$ cat config.mk
export PLATFORM = sky130hd
export DESIGN_NAME = sinc_decimator
export DESIGN_NICKNAME = d
export VERILOG_FILES = /design/src/rtl/sinc_pkg.sv /design/src/rtl/sinc_edge_sync.sv /design/src/rtl/sinc_integ.sv /design/src/rtl/sinc_decim_cnt.sv /design/src/rtl/sinc_comb.sv /design/src/rtl/sinc_decimator.sv
export SDC_FILE = /design/constraint.sdc
export NUM_CORES = 1
export LEC_CHECK = 0
export ABC_AREA = 1
export ABC_CLOCK_PERIOD_IN_PS = 4300
export BUFFER_PORTS_ARGS = -buffer_cell sky130_fd_sc_hd__buf_2
export CAP_MARGIN = 20
export CELL_PAD_IN_SITES_DETAIL_PLACEMENT = 2
export CELL_PAD_IN_SITES_GLOBAL_PLACEMENT = 2
export CORE_MARGIN = 2
export CORE_UTILIZATION = 34
export CTS_BUF_LIST = sky130_fd_sc_hd__clkbuf_2 sky130_fd_sc_hd__clkbuf_4 sky130_fd_sc_hd__clkbuf_8
export CTS_CLUSTER_SIZE = 8
export DETAILED_ROUTE_END_ITERATION = 6
export GPL_TIMING_DRIVEN = 1
export HOLD_SLACK_MARGIN = 0.08
export PLACE_DENSITY_LB_ADDON = 0.1
export SLEW_MARGIN = 20
export SYNTH_ARGS = -nofsm -noshare
export SYNTH_HDL_FRONTEND = slang
export SYNTH_HIERARCHICAL = 1
export SYNTH_SLANG_ARGS = --single-unit
$ cat constraint.sdc
create_clock -name clk -period 4.3 [get_ports clk]
set_input_delay 0 -clock clk [delete_from_list [all_inputs] [get_ports clk]]
set_output_delay 0 -clock clk [all_outputs]
set_load 0.01 [all_outputs]
$ cat src/rtl/sinc_pkg.sv
package sinc_pkg;
  localparam int unsigned MAX_ORDER = 3;
  localparam int unsigned HIST_LEN  = MAX_ORDER + 1;
  typedef enum logic { SRC_SYSCLK = 1'b0, SRC_BITCLK = 1'b1 } src_mode_e;
endpackage

$ cat src/rtl/sinc_edge_sync.sv
module sinc_edge_sync
  import sinc_pkg::*;
(
  input  logic      clk,
  input  logic      rst_n,
  input  src_mode_e mode,
  input  logic      bclk_raw,
  input  logic      bdat_raw,
  output logic      tick,
  output logic      sample
);
  logic clk_s1, clk_s2, clk_s3;
  logic dat_s1, dat_s2;
  logic rise_w;

  always_ff @(posedge clk or negedge rst_n) begin
    if (!rst_n) begin
      clk_s1 <= 1'b0;
      clk_s2 <= 1'b0;
      clk_s3 <= 1'b0;
      dat_s1 <= 1'b0;
      dat_s2 <= 1'b0;
    end else begin
      clk_s1 <= bclk_raw;
      clk_s2 <= clk_s1;
      clk_s3 <= clk_s2;
      dat_s1 <= bdat_raw;
      dat_s2 <= dat_s1;
    end
  end

  assign rise_w = clk_s2 & ~clk_s3;
  assign tick   = (mode == SRC_BITCLK) ? rise_w : 1'b1;
  assign sample = dat_s2;


  ext_tick_gap_chk: assert property (@(posedge clk) disable iff (!rst_n)
    (mode == SRC_BITCLK) && tick |=> !(tick && (mode == SRC_BITCLK)));
endmodule

$ cat src/rtl/sinc_integ.sv
module sinc_integ
  import sinc_pkg::*;
#(
  parameter int ACC_W = 32
) (
  input  logic             clk,
  input  logic             rst_n,
  input  logic             clr,
  input  logic             tick,
  input  logic             sample,
  input  logic             ord3,
  output logic [ACC_W-1:0] last_o
);
  localparam logic [ACC_W-1:0] ONE = ACC_W'(1);

  logic [ACC_W-1:0] stage_w [MAX_ORDER];

  function automatic logic [ACC_W-1:0] bit_term(input logic b);
    logic signed [1:0] s;
    s = {1'b0, b};
    return ACC_W'(signed'(s));
  endfunction

  for (genvar g = 0; g < MAX_ORDER; g++) begin : gen_stage
    logic [ACC_W-1:0] acc_q;
    logic [ACC_W-1:0] feed_w;
    if (g == 0) begin : gen_first
      assign feed_w = bit_term(sample);
    end else begin : gen_next
      assign feed_w = stage_w[g-1];
    end
    always_ff @(posedge clk or negedge rst_n) begin
      if (!rst_n)      acc_q <= '0;
      else if (clr)    acc_q <= '0;
      else if (tick)   acc_q <= acc_q + feed_w;
    end
    assign stage_w[g] = acc_q;
  end

  assign last_o = ord3 ? stage_w[2] : stage_w[1];


  ones_step_chk: assert property (@(posedge clk) disable iff (!rst_n)
    $past(tick && !clr) |-> ((stage_w[0] - $past(stage_w[0])) <= ONE));

  clr_empty_chk: assert property (@(posedge clk) disable iff (!rst_n)
    $past(clr) |-> (stage_w[0] == '0));
endmodule

$ cat src/rtl/sinc_decim_cnt.sv
module sinc_decim_cnt #(
  parameter int RATIO_W = 16
) (
  input  logic               clk,
  input  logic               rst_n,
  input  logic               clr,
  input  logic               tick,
  input  logic [RATIO_W-1:0] ratio,
  output logic               boundary
);
  logic [RATIO_W-1:0] cnt_q;
  logic               at_end_w;

  assign at_end_w = (cnt_q == ratio - RATIO_W'(1));
  assign boundary = tick && at_end_w && !clr;

  always_ff @(posedge clk or negedge rst_n) begin
    if (!rst_n)          cnt_q <= '0;
    else if (clr)        cnt_q <= '0;
    else if (tick)       cnt_q <= at_end_w ? '0 : cnt_q + RATIO_W'(1);
  end


  cnt_range_chk: assert property (@(posedge clk) disable iff (!rst_n)
    cnt_q < ratio);
endmodule

$ cat src/rtl/sinc_comb.sv
module sinc_comb
  import sinc_pkg::*;
#(
  parameter int ACC_W = 32
) (
  input  logic             clk,
  input  logic             rst_n,
  input  logic             clr,
  input  logic             boundary,
  input  logic             ord3,
  input  logic [ACC_W-1:0] reading,
  output logic             valid_o,
  output logic [ACC_W-1:0] data_o
);
  localparam int CNT_W = $clog2(HIST_LEN + 1);

  logic [ACC_W-1:0] hist_q [HIST_LEN-1];
  logic [CNT_W-1:0] rd_cnt_q;
  logic [CNT_W-1:0] need_w;

  function automatic logic [ACC_W-1:0] diff_mix(
    input logic o3, input logic [ACC_W-1:0] a, input logic [ACC_W-1:0] b,
    input logic [ACC_W-1:0] c, input logic [ACC_W-1:0] d);
    if (o3) return a - (b + b + b) + (c + c + c) - d;
    return a - (b + b) + c;
  endfunction

  assign need_w = ord3 ? CNT_W'(4) : CNT_W'(3);

  always_ff @(posedge clk or negedge rst_n) begin
    if (!rst_n) begin
      for (int i = 0; i < HIST_LEN - 1; i++) hist_q[i] <= '0;
      rd_cnt_q <= '0;
      valid_o  <= 1'b0;
      data_o   <= '0;
    end else if (clr) begin
      for (int i = 0; i < HIST_LEN - 1; i++) hist_q[i] <= '0;
      rd_cnt_q <= '0;
      valid_o  <= 1'b0;
    end else if (boundary) begin
      hist_q[0] <= reading;
      for (int i = 1; i < HIST_LEN - 1; i++) hist_q[i] <= hist_q[i-1];
      if (rd_cnt_q < CNT_W'(HIST_LEN)) rd_cnt_q <= rd_cnt_q + CNT_W'(1);
      if (rd_cnt_q >= need_w - CNT_W'(1)) begin
        valid_o <= 1'b1;
        data_o  <= diff_mix(ord3, reading, hist_q[0], hist_q[1], hist_q[2]);
      end else begin
        valid_o <= 1'b0;
      end
    end else begin
      valid_o <= 1'b0;
    end
  end


  primed_chk: assert property (@(posedge clk) disable iff (!rst_n)
    valid_o |-> (rd_cnt_q >= need_w));
endmodule

$ cat src/rtl/sinc_decimator.sv
module sinc_decimator
  import sinc_pkg::*;
#(
  parameter int ACC_W   = 32,
  parameter int RATIO_W = 16
) (
  input  logic               clk,
  input  logic               rst_n,
  input  logic               run_i,
  input  logic               ext_mode_i,
  input  logic               order3_i,
  input  logic [RATIO_W-1:0] ratio_i,
  input  logic               bit_clk_i,
  input  logic               bit_data_i,
  output logic               out_valid_o,
  output logic [ACC_W-1:0]   out_data_o
);
  localparam logic [RATIO_W-1:0] MIN_RATIO = RATIO_W'(2);

  src_mode_e          mode_q;
  logic               ord3_q;
  logic [RATIO_W-1:0] ratio_q;
  logic               clr_w;
  logic               tick_w;
  logic               sample_w;
  logic               boundary_w;
  logic [ACC_W-1:0]   last_w;

  assign clr_w = !run_i;

  always_ff @(posedge clk or negedge rst_n) begin
    if (!rst_n) begin
      mode_q  <= SRC_SYSCLK;
      ord3_q  <= 1'b0;
      ratio_q <= MIN_RATIO;
    end else if (!run_i) begin
      mode_q  <= src_mode_e'(ext_mode_i);
      ord3_q  <= order3_i;
      ratio_q <= (ratio_i < MIN_RATIO) ? MIN_RATIO : ratio_i;
    end
  end

  sinc_edge_sync u_sync (
    .clk(clk), .rst_n(rst_n), .mode(mode_q),
    .bclk_raw(bit_clk_i), .bdat_raw(bit_data_i),
    .tick(tick_w), .sample(sample_w)
  );

  sinc_integ #(.ACC_W(ACC_W)) u_integ (
    .clk(clk), .rst_n(rst_n), .clr(clr_w), .tick(tick_w),
    .sample(sample_w), .ord3(ord3_q), .last_o(last_w)
  );

  sinc_decim_cnt #(.RATIO_W(RATIO_W)) u_cnt (
    .clk(clk), .rst_n(rst_n), .clr(clr_w), .tick(tick_w),
    .ratio(ratio_q), .boundary(boundary_w)
  );

  sinc_comb #(.ACC_W(ACC_W)) u_comb (
    .clk(clk), .rst_n(rst_n), .clr(clr_w), .boundary(boundary_w),
    .ord3(ord3_q), .reading(last_w),
    .valid_o(out_valid_o), .data_o(out_data_o)
  );


  valid_pulse_chk: assert property (@(posedge clk) disable iff (!rst_n)
    out_valid_o |=> !out_valid_o);

  idle_quiet_chk: assert property (@(posedge clk) disable iff (!rst_n)
    !run_i |=> !out_valid_o);

  cfg_hold_chk: assert property (@(posedge clk) disable iff (!rst_n)
    run_i && $past(run_i) |-> ($stable(ratio_q) && $stable(ord3_q) && $stable(mode_q)));
endmodule

======== After elaboration in Yosys (flattened, before gate mapping) ========
Index checks and enable logic that the tools add are counted.
word-level totals
  logic and storage cells ................. 74
  output and inout port bits .............. 33
  bits of input ports ..................... 23
  flip-flop bits (word level) ............. 267
cells by class
  add/subtract/negate cells ............... 16
  reduce and logical (&&, ||, !) cells .... 4
  muxes and demuxes ....................... 27
  bitwise operators ....................... 2
  equal/unequal tests ..................... 4
  magnitude comparators ................... 3
operators with widths
  kind                   count
  $mux 32                9
  $add 32x32->32         8
  $mux 96                2
  $sub 32x32->32         3
  $mux 16                4
  $add 32x1->32          1
  $add 16x1->16 const B  1
  $eq 16x16->1           1
  $lt 16x2->1 const B    1
  $sub 16x1->16 const B  1
  $mux 3                 4
  $mux 1                 8
  $ne 2x1->1 const B     3
  $add 3x1->3 const B    1
  $ge 3x3->1             1
  $lt 3x3->1 const B     1
  $reduce_and 3->1       1
  $sub 3x1->3 const B    1
  $logic_and 1x1->1      2
  $reduce_and 2->1       1
  $and 1x1->1            1
  $not 1->1              1

======== Depth between registers and ports, before layout ========
  depth in word-level cells ............... 8
  gate-level depth with buffers ........... 27
  gate-level depth less buffers ........... 25

======== By module ========
The synthesis kept the hierarchy.
modules (own cells, without submodules)
  module          sequential area each (um2)  cells each  area each (um2)  times used
  sinc_comb       3,303.2                     1,891       13,792.0         1
  sinc_integ      2,402.3                     1,597       9,334.0          1
  sinc_decim_cnt  400.4                       258         1,635.3          1
  sinc_decimator  451.7                       93          749.5            1
  sinc_edge_sync  125.1                       8           136.4            1

======== Worst setup path before layout ========
OpenSTA, ideal clock, no wires.
  path kind ............................... register -> register
  start point ............................. register ord3_q
  end point ............................... register u_comb.data_o[30]
  period minus slack after synthesis ...... 4,279 ps
  cell stages (with the launch flop) ...... 21
  required time ........................... 4,184 ps
  setup time .............................. 116 ps
  slack ................................... 21 ps
  arrival ................................. 4,162 ps
  path buffers ............................ 2
  cells stage by stage .................... dfrtp_1 clkbuf_1 clkbuf_1 mux2_2 fa_1 inv_1 fa_1 fa_1 inv_1 ha_1 inv_1 nor3_1 nand2_1 nor2_1 nand2_2 nand2_1 nand2_1 nand3_1 nand2_1 nand2_1 nand2_1
on the way
  cells in the longest elaborated chain, start to end .. 6
  elaborated cells between the ends (all ways) .. 16
  those cells by class .................... add/sub (6); order compare (1); mux (8); reduce/logical (1)
RTL lines
  element                 line                  RTL
  start, declared         sinc_decimator.sv:21  logic ord3_q;
  start signal, assigned  sinc_decimator.sv:38  ord3_q <= order3_i;
  $mux 32 (*)             sinc_integ.sv:40      assign last_o = ord3 ? stage_w[2] : stage_w[1];
  via last_w[28]          sinc_decimator.sv:27  logic [ACC_W-1:0] last_w;
  $sub 32x32->32          sinc_comb.sv:24       if (o3) return a - (b + b + b) + (c + c + c) - d;
  $add 32x32->32          sinc_comb.sv:24
  $sub 32x32->32          sinc_comb.sv:24
  $mux 32                 sinc_comb.sv:24
  $mux 32 (*)             sinc_comb.sv:25       return a - (b + b) + c;
  end signal, assigned    sinc_comb.sv:46       data_o <= diff_mix(ord3, reading, hist_q[0], hist_q[1], hist_q[2]);
  end, declared           sinc_comb.sv:13       output logic [ACC_W-1:0] data_o
The timed path passes the listed nets; every way through them passes the cells marked *. The select of a mux whose other input is x is not followed.
A chain may end at the register's enable or synchronous reset.

======== Worst setup path after layout ========
  start point ............................. register ord3_q
  end point ............................... register u_comb.data_o[31]
Same word-level chain as after synthesis.

==> run summary <==
In this run the remaining antenna-violating nets after routing total 0. The total number of nets in the final design was 4429. The worst stage delay on the critical path was 540 ps.

Yosys attributes the largest share of cell area to dfrtp_1, nand2_1, inv_1. Entering global routing, the biggest net connects 96 pins. In the layout the commonest cells are nand2_1, inv_1, dfrtp_1. CTS placed an instance of clkbuf_8 at the clock tree root.

The tools report the initial cell density of the core as 34.4%. Setup repair after global routing could not meet its margin everywhere. The checks that failed: negative setup slack.

The post-synthesis area per instance is 6.67 sq um, and the met3 routed wirelength is 1900 um. The worst setup path is launched from a flop. For the number of global-route vias before repair, the log shows 29.1k. The run gives 0 as the number of hold-slack violations in the final timing report. The half-perimeter wire length of the detailed placement result came out at 80800 um. The critical register-to-register path startpoint is ord3_q$_DFFE_PN0N_.

The wire length the detailed router placed on met1 was 46300 um. Leaving out fill and tap cells, the most frequent cell in the layout is nand2_1. Cells with a size suffix above 1 make up 14.2% of the layout. TritonCTS built the clock tree. The arrival time at the worst endpoint was 4990 ps. The startpoint identified for the worst hold timing path is ratio_i[4]. The path depth of the worst reg2reg path works out to 25. Among all stages on the critical path, the largest delay is contributed by dfrtp_4.

For this run, design rule violations remaining after detail routing come to 0. The first global-routing pass estimated 166000 um of wire. Counting flops with an async set or reset pin after synthesis yields a share of 100%. The logs give 56 for the number of primary I/O pins and 262 ps for the worst-case hold slack. The final max-slew violation count was 0. The maximum clock insertion buffer count was 3.

For the final database, setup skew stands at 38.8 ps. The run gives 2 as the number of antenna violations at the first check in global routing. The cell that appears most often on the critical path is nand2_1.

For the pin with the worst max-slew slack, the measured transition is 978 ps. Final design area excluding fillers: 31100 sq um. In the synthesized netlist, the number of instances is 3847. Synthesis produced a netlist with a net count of 4155.

The run finished, with violations left. Using the TritonRoute via totals, the vias-per-cell ratio works out to 5.02. Once placement finished, the instance area stood at 27900 sq um. For the detailed-routed wire length on met2, the log shows 55400 um. The worst hold path terminates at ratio_q[1]$_DFFE_PN1N_.

The final critical delay including setup and external delays is 4360 ps, and the cell depth of the worst hold path is 7. At the end of routability-driven placement, the weighted congestion stood at 0.893. For this run, the leading register cell type out of synthesis is dfrtp_1. The peak ir drop on the vdd network is 0.187 mV.

For flop-to-flop paths, the worst setup slack is -60 ps. For this run the aggregate overflow at the end of global routing stands at 0. For the total track usage, the log shows 27.4%. Number of distinct library cells after synthesis: 54. The die covers 77600 sq um. The routed wirelength normalized by instance count was 20.7 um; the final critical-path share of the clock period was 101%. Post-layout utilization of the core: 41.8%. The worst setup path is of the reg2reg kind. The worst register-to-register path ends at u_comb/data_o[31]$_DFFE_PN0P_.

Clock tree synthesis found a total of 267 sinks. The run gives -62.6 ps as the post-route worst setup slack. The worst hold path belongs to the class in2reg. Across the run, the number of max-cap violations was 0.

Cell type contributing the most total cell area after synthesis: dfrtp_1. For this run, the register share of the synthesized area comes to 26.1%. The number of port buffers works out to 55.

Among cell families on the critical path, the largest total delay comes from adder cells. The maximum frequency from static timing analysis is 229 MHz. The share of the synthesized area in the top cell type is 26.0%.

The worst slew margin relative to its limit is 34.6%. The number of buffers and inverters on the critical path is 7. In this run, synthesis inferred 0 flip-flops with an integrated enable. The peak fanout along the critical path is 12, and the number of levels the H-tree was split into is 2. After clock tree synthesis, the clock-pin slew on the worst setup and hold paths is 70 ps. For this block, the initial DRC count from the detailed router was 1003. The die is 279 um tall.

The initialized floorplan defines 100 standard-cell rows. The logs give -188 ps for the final setup TNS and 107000 um for the total detailed-routing wirelength. The logs give 17.0 nW for the static leakage and 74600 sq um for the core footprint. The die is 279 um wide. The number of clock buffers added by TritonCTS is 59. The worst setup path is captured at a flop. The first detailed-routing pass took 5 iterations. The final route contains 25.8k vias. Clock latency on the worst-skew pair: 720 ps.

Layout-stage area growth over the synthesis result: 21.5%. After synthesis the cells add up to 25600 sq um. Yosys printed 6 warnings. Setup violations remaining at the end of the flow were counted as 4. For the critical path data required time, the log shows 4930 ps. The top routing layer in use was met4. After synthesis the netlist holds a flip-flop and latch count of 267. Dividing total power by cell area gives a power density of 241 nW/um^2.
==> per-stage QoR <==
stage,total power [mW],cells,setup WS [ps]
after detailed placement,3.90,4948,-459
after CTS,7.49,5132,-20.9
after global placement,3.86,4948,-359
final,7.50,5143,-62.6
after floorplan,3.35,3847,21.1
after global routing,7.84,5143,-263
==> how the worst max path moves through the flow <==
stage / from / to / cells after the start
final: ord3_q$_DFFE_PN0N_ / u_comb/data_o[31]$_DFFE_PN0P_ / 25
after global routing: ord3_q$_DFFE_PN0N_ / u_comb/data_o[19]$_DFFE_PN0P_ / 24
after CTS: ord3_q$_DFFE_PN0N_ / u_comb/data_o[27]$_DFFE_PN0P_ / 21
after detailed placement: ord3_q$_DFFE_PN0N_ / u_comb/data_o[27]$_DFFE_PN0P_ / 21
after global placement: ord3_q$_DFFE_PN0N_ / u_comb/data_o[27]$_DFFE_PN0P_ / 21
after floorplan: ord3_q$_DFFE_PN0N_ / u_comb/data_o[30]$_DFFE_PN0P_ / 20
==> flip-flops by register name (all words and copies together) (netlist names) <==
signal	flops
mode_q	1
ord3_q	1
ratio_q	16
u_cnt/cnt_q	16
u_comb/data_o	32
u_comb/hist_q	96
u_comb/rd_cnt_q	3
u_comb/valid_o	1
u_integ/gen_stage.acc_q	96
u_sync/clk_s1	1
u_sync/clk_s2	1
u_sync/clk_s3	1
u_sync/dat_s1	1
u_sync/sample	1
==> worst register-to-register path, delay by kind of cell, from the launching register on <==
family	cells	cell delay (ps)
buffers and inverters	7	780
and+or+nand+nor	12	920
AOI/OAI and AO/OA	1	220
adders and majority gates	5	1830
DFF	1	540
==> metal layers <==
metal	up-vias	global-route usage, %
met5	-	0
met4	0	7.54
met3	156	2.15
met2	262	51.4
met1	13100	33.4
li1	12300	-
==> synthesized netlist by cell type, types with 3 or more instances <==
master,instances
nand3b_1,12
clkbuf_1,35
nand4_1,38
nand3_1,211
o21ai_1,3
nor3_1,31
buf_4,4
nor2_2,22
nand2_1,1266
nand2_2,16
ha_1,132
xnor2_1,15
mux2_2,11
nor3_2,7
inv_2,8
nand3_2,7
o21ai_0,114
buf_6,4
nor2_1,248
fa_1,153
o21bai_1,11
o21ai_2,9
a21oi_1,129
a31oi_1,13
buf_2,12
a21o_1,12
xor2_1,23
buf_1,5
or2_2,5
dfrtp_1,266
o22ai_1,103
and2_1,3
inv_1,890
==> where the power goes <==
group	switching [mW]	internal (mW)	total, mW
clock	1.45	1.96	3.41
combinational	0.950	0.529	1.48
sequential	0.0552	2.56	2.61
total	2.46	5.05	7.50
==> area by class of cell <==
cell class | count | area [sq um]
tap | 969 | 1210
timing repair buffer | 275 | 2230
antenna | 2 | 5.00
clock buffer | 90 | 1160
clock inverter | 22 | 216
sequential | 267 | 6690
inverter | 899 | 3370
fill | 9007 | 43400
multi-input combinational | 2619 | 16300
==> cells by family after synthesis <==
| kind of cell | after synthesis | share of synthesized area, % |
|---|---|---|
| multiplexers | 11 | 0.483 |
| flip-flops | 267 | 26.1 |
| XOR/XNOR | 38 | 1.30 |
| buffers and inverters | 961 | 14.4 |
| AO/OA/AOI/OAI | 409 | 9.17 |
| AND/OR/NAND/NOR | 1876 | 30.2 |
| adder cells (fa/ha/maj) | 285 | 18.4 |
==> repair_timing <==
action	in CTS	in global routing
pin swaps	36	47
setup endpoints to repair	23	26
endpoints found under the hold margin	287	0
hold buffers	62	0
gates resized for setup	123	144
buffers inserted	10	11
(Power assumes the default switching activity.)
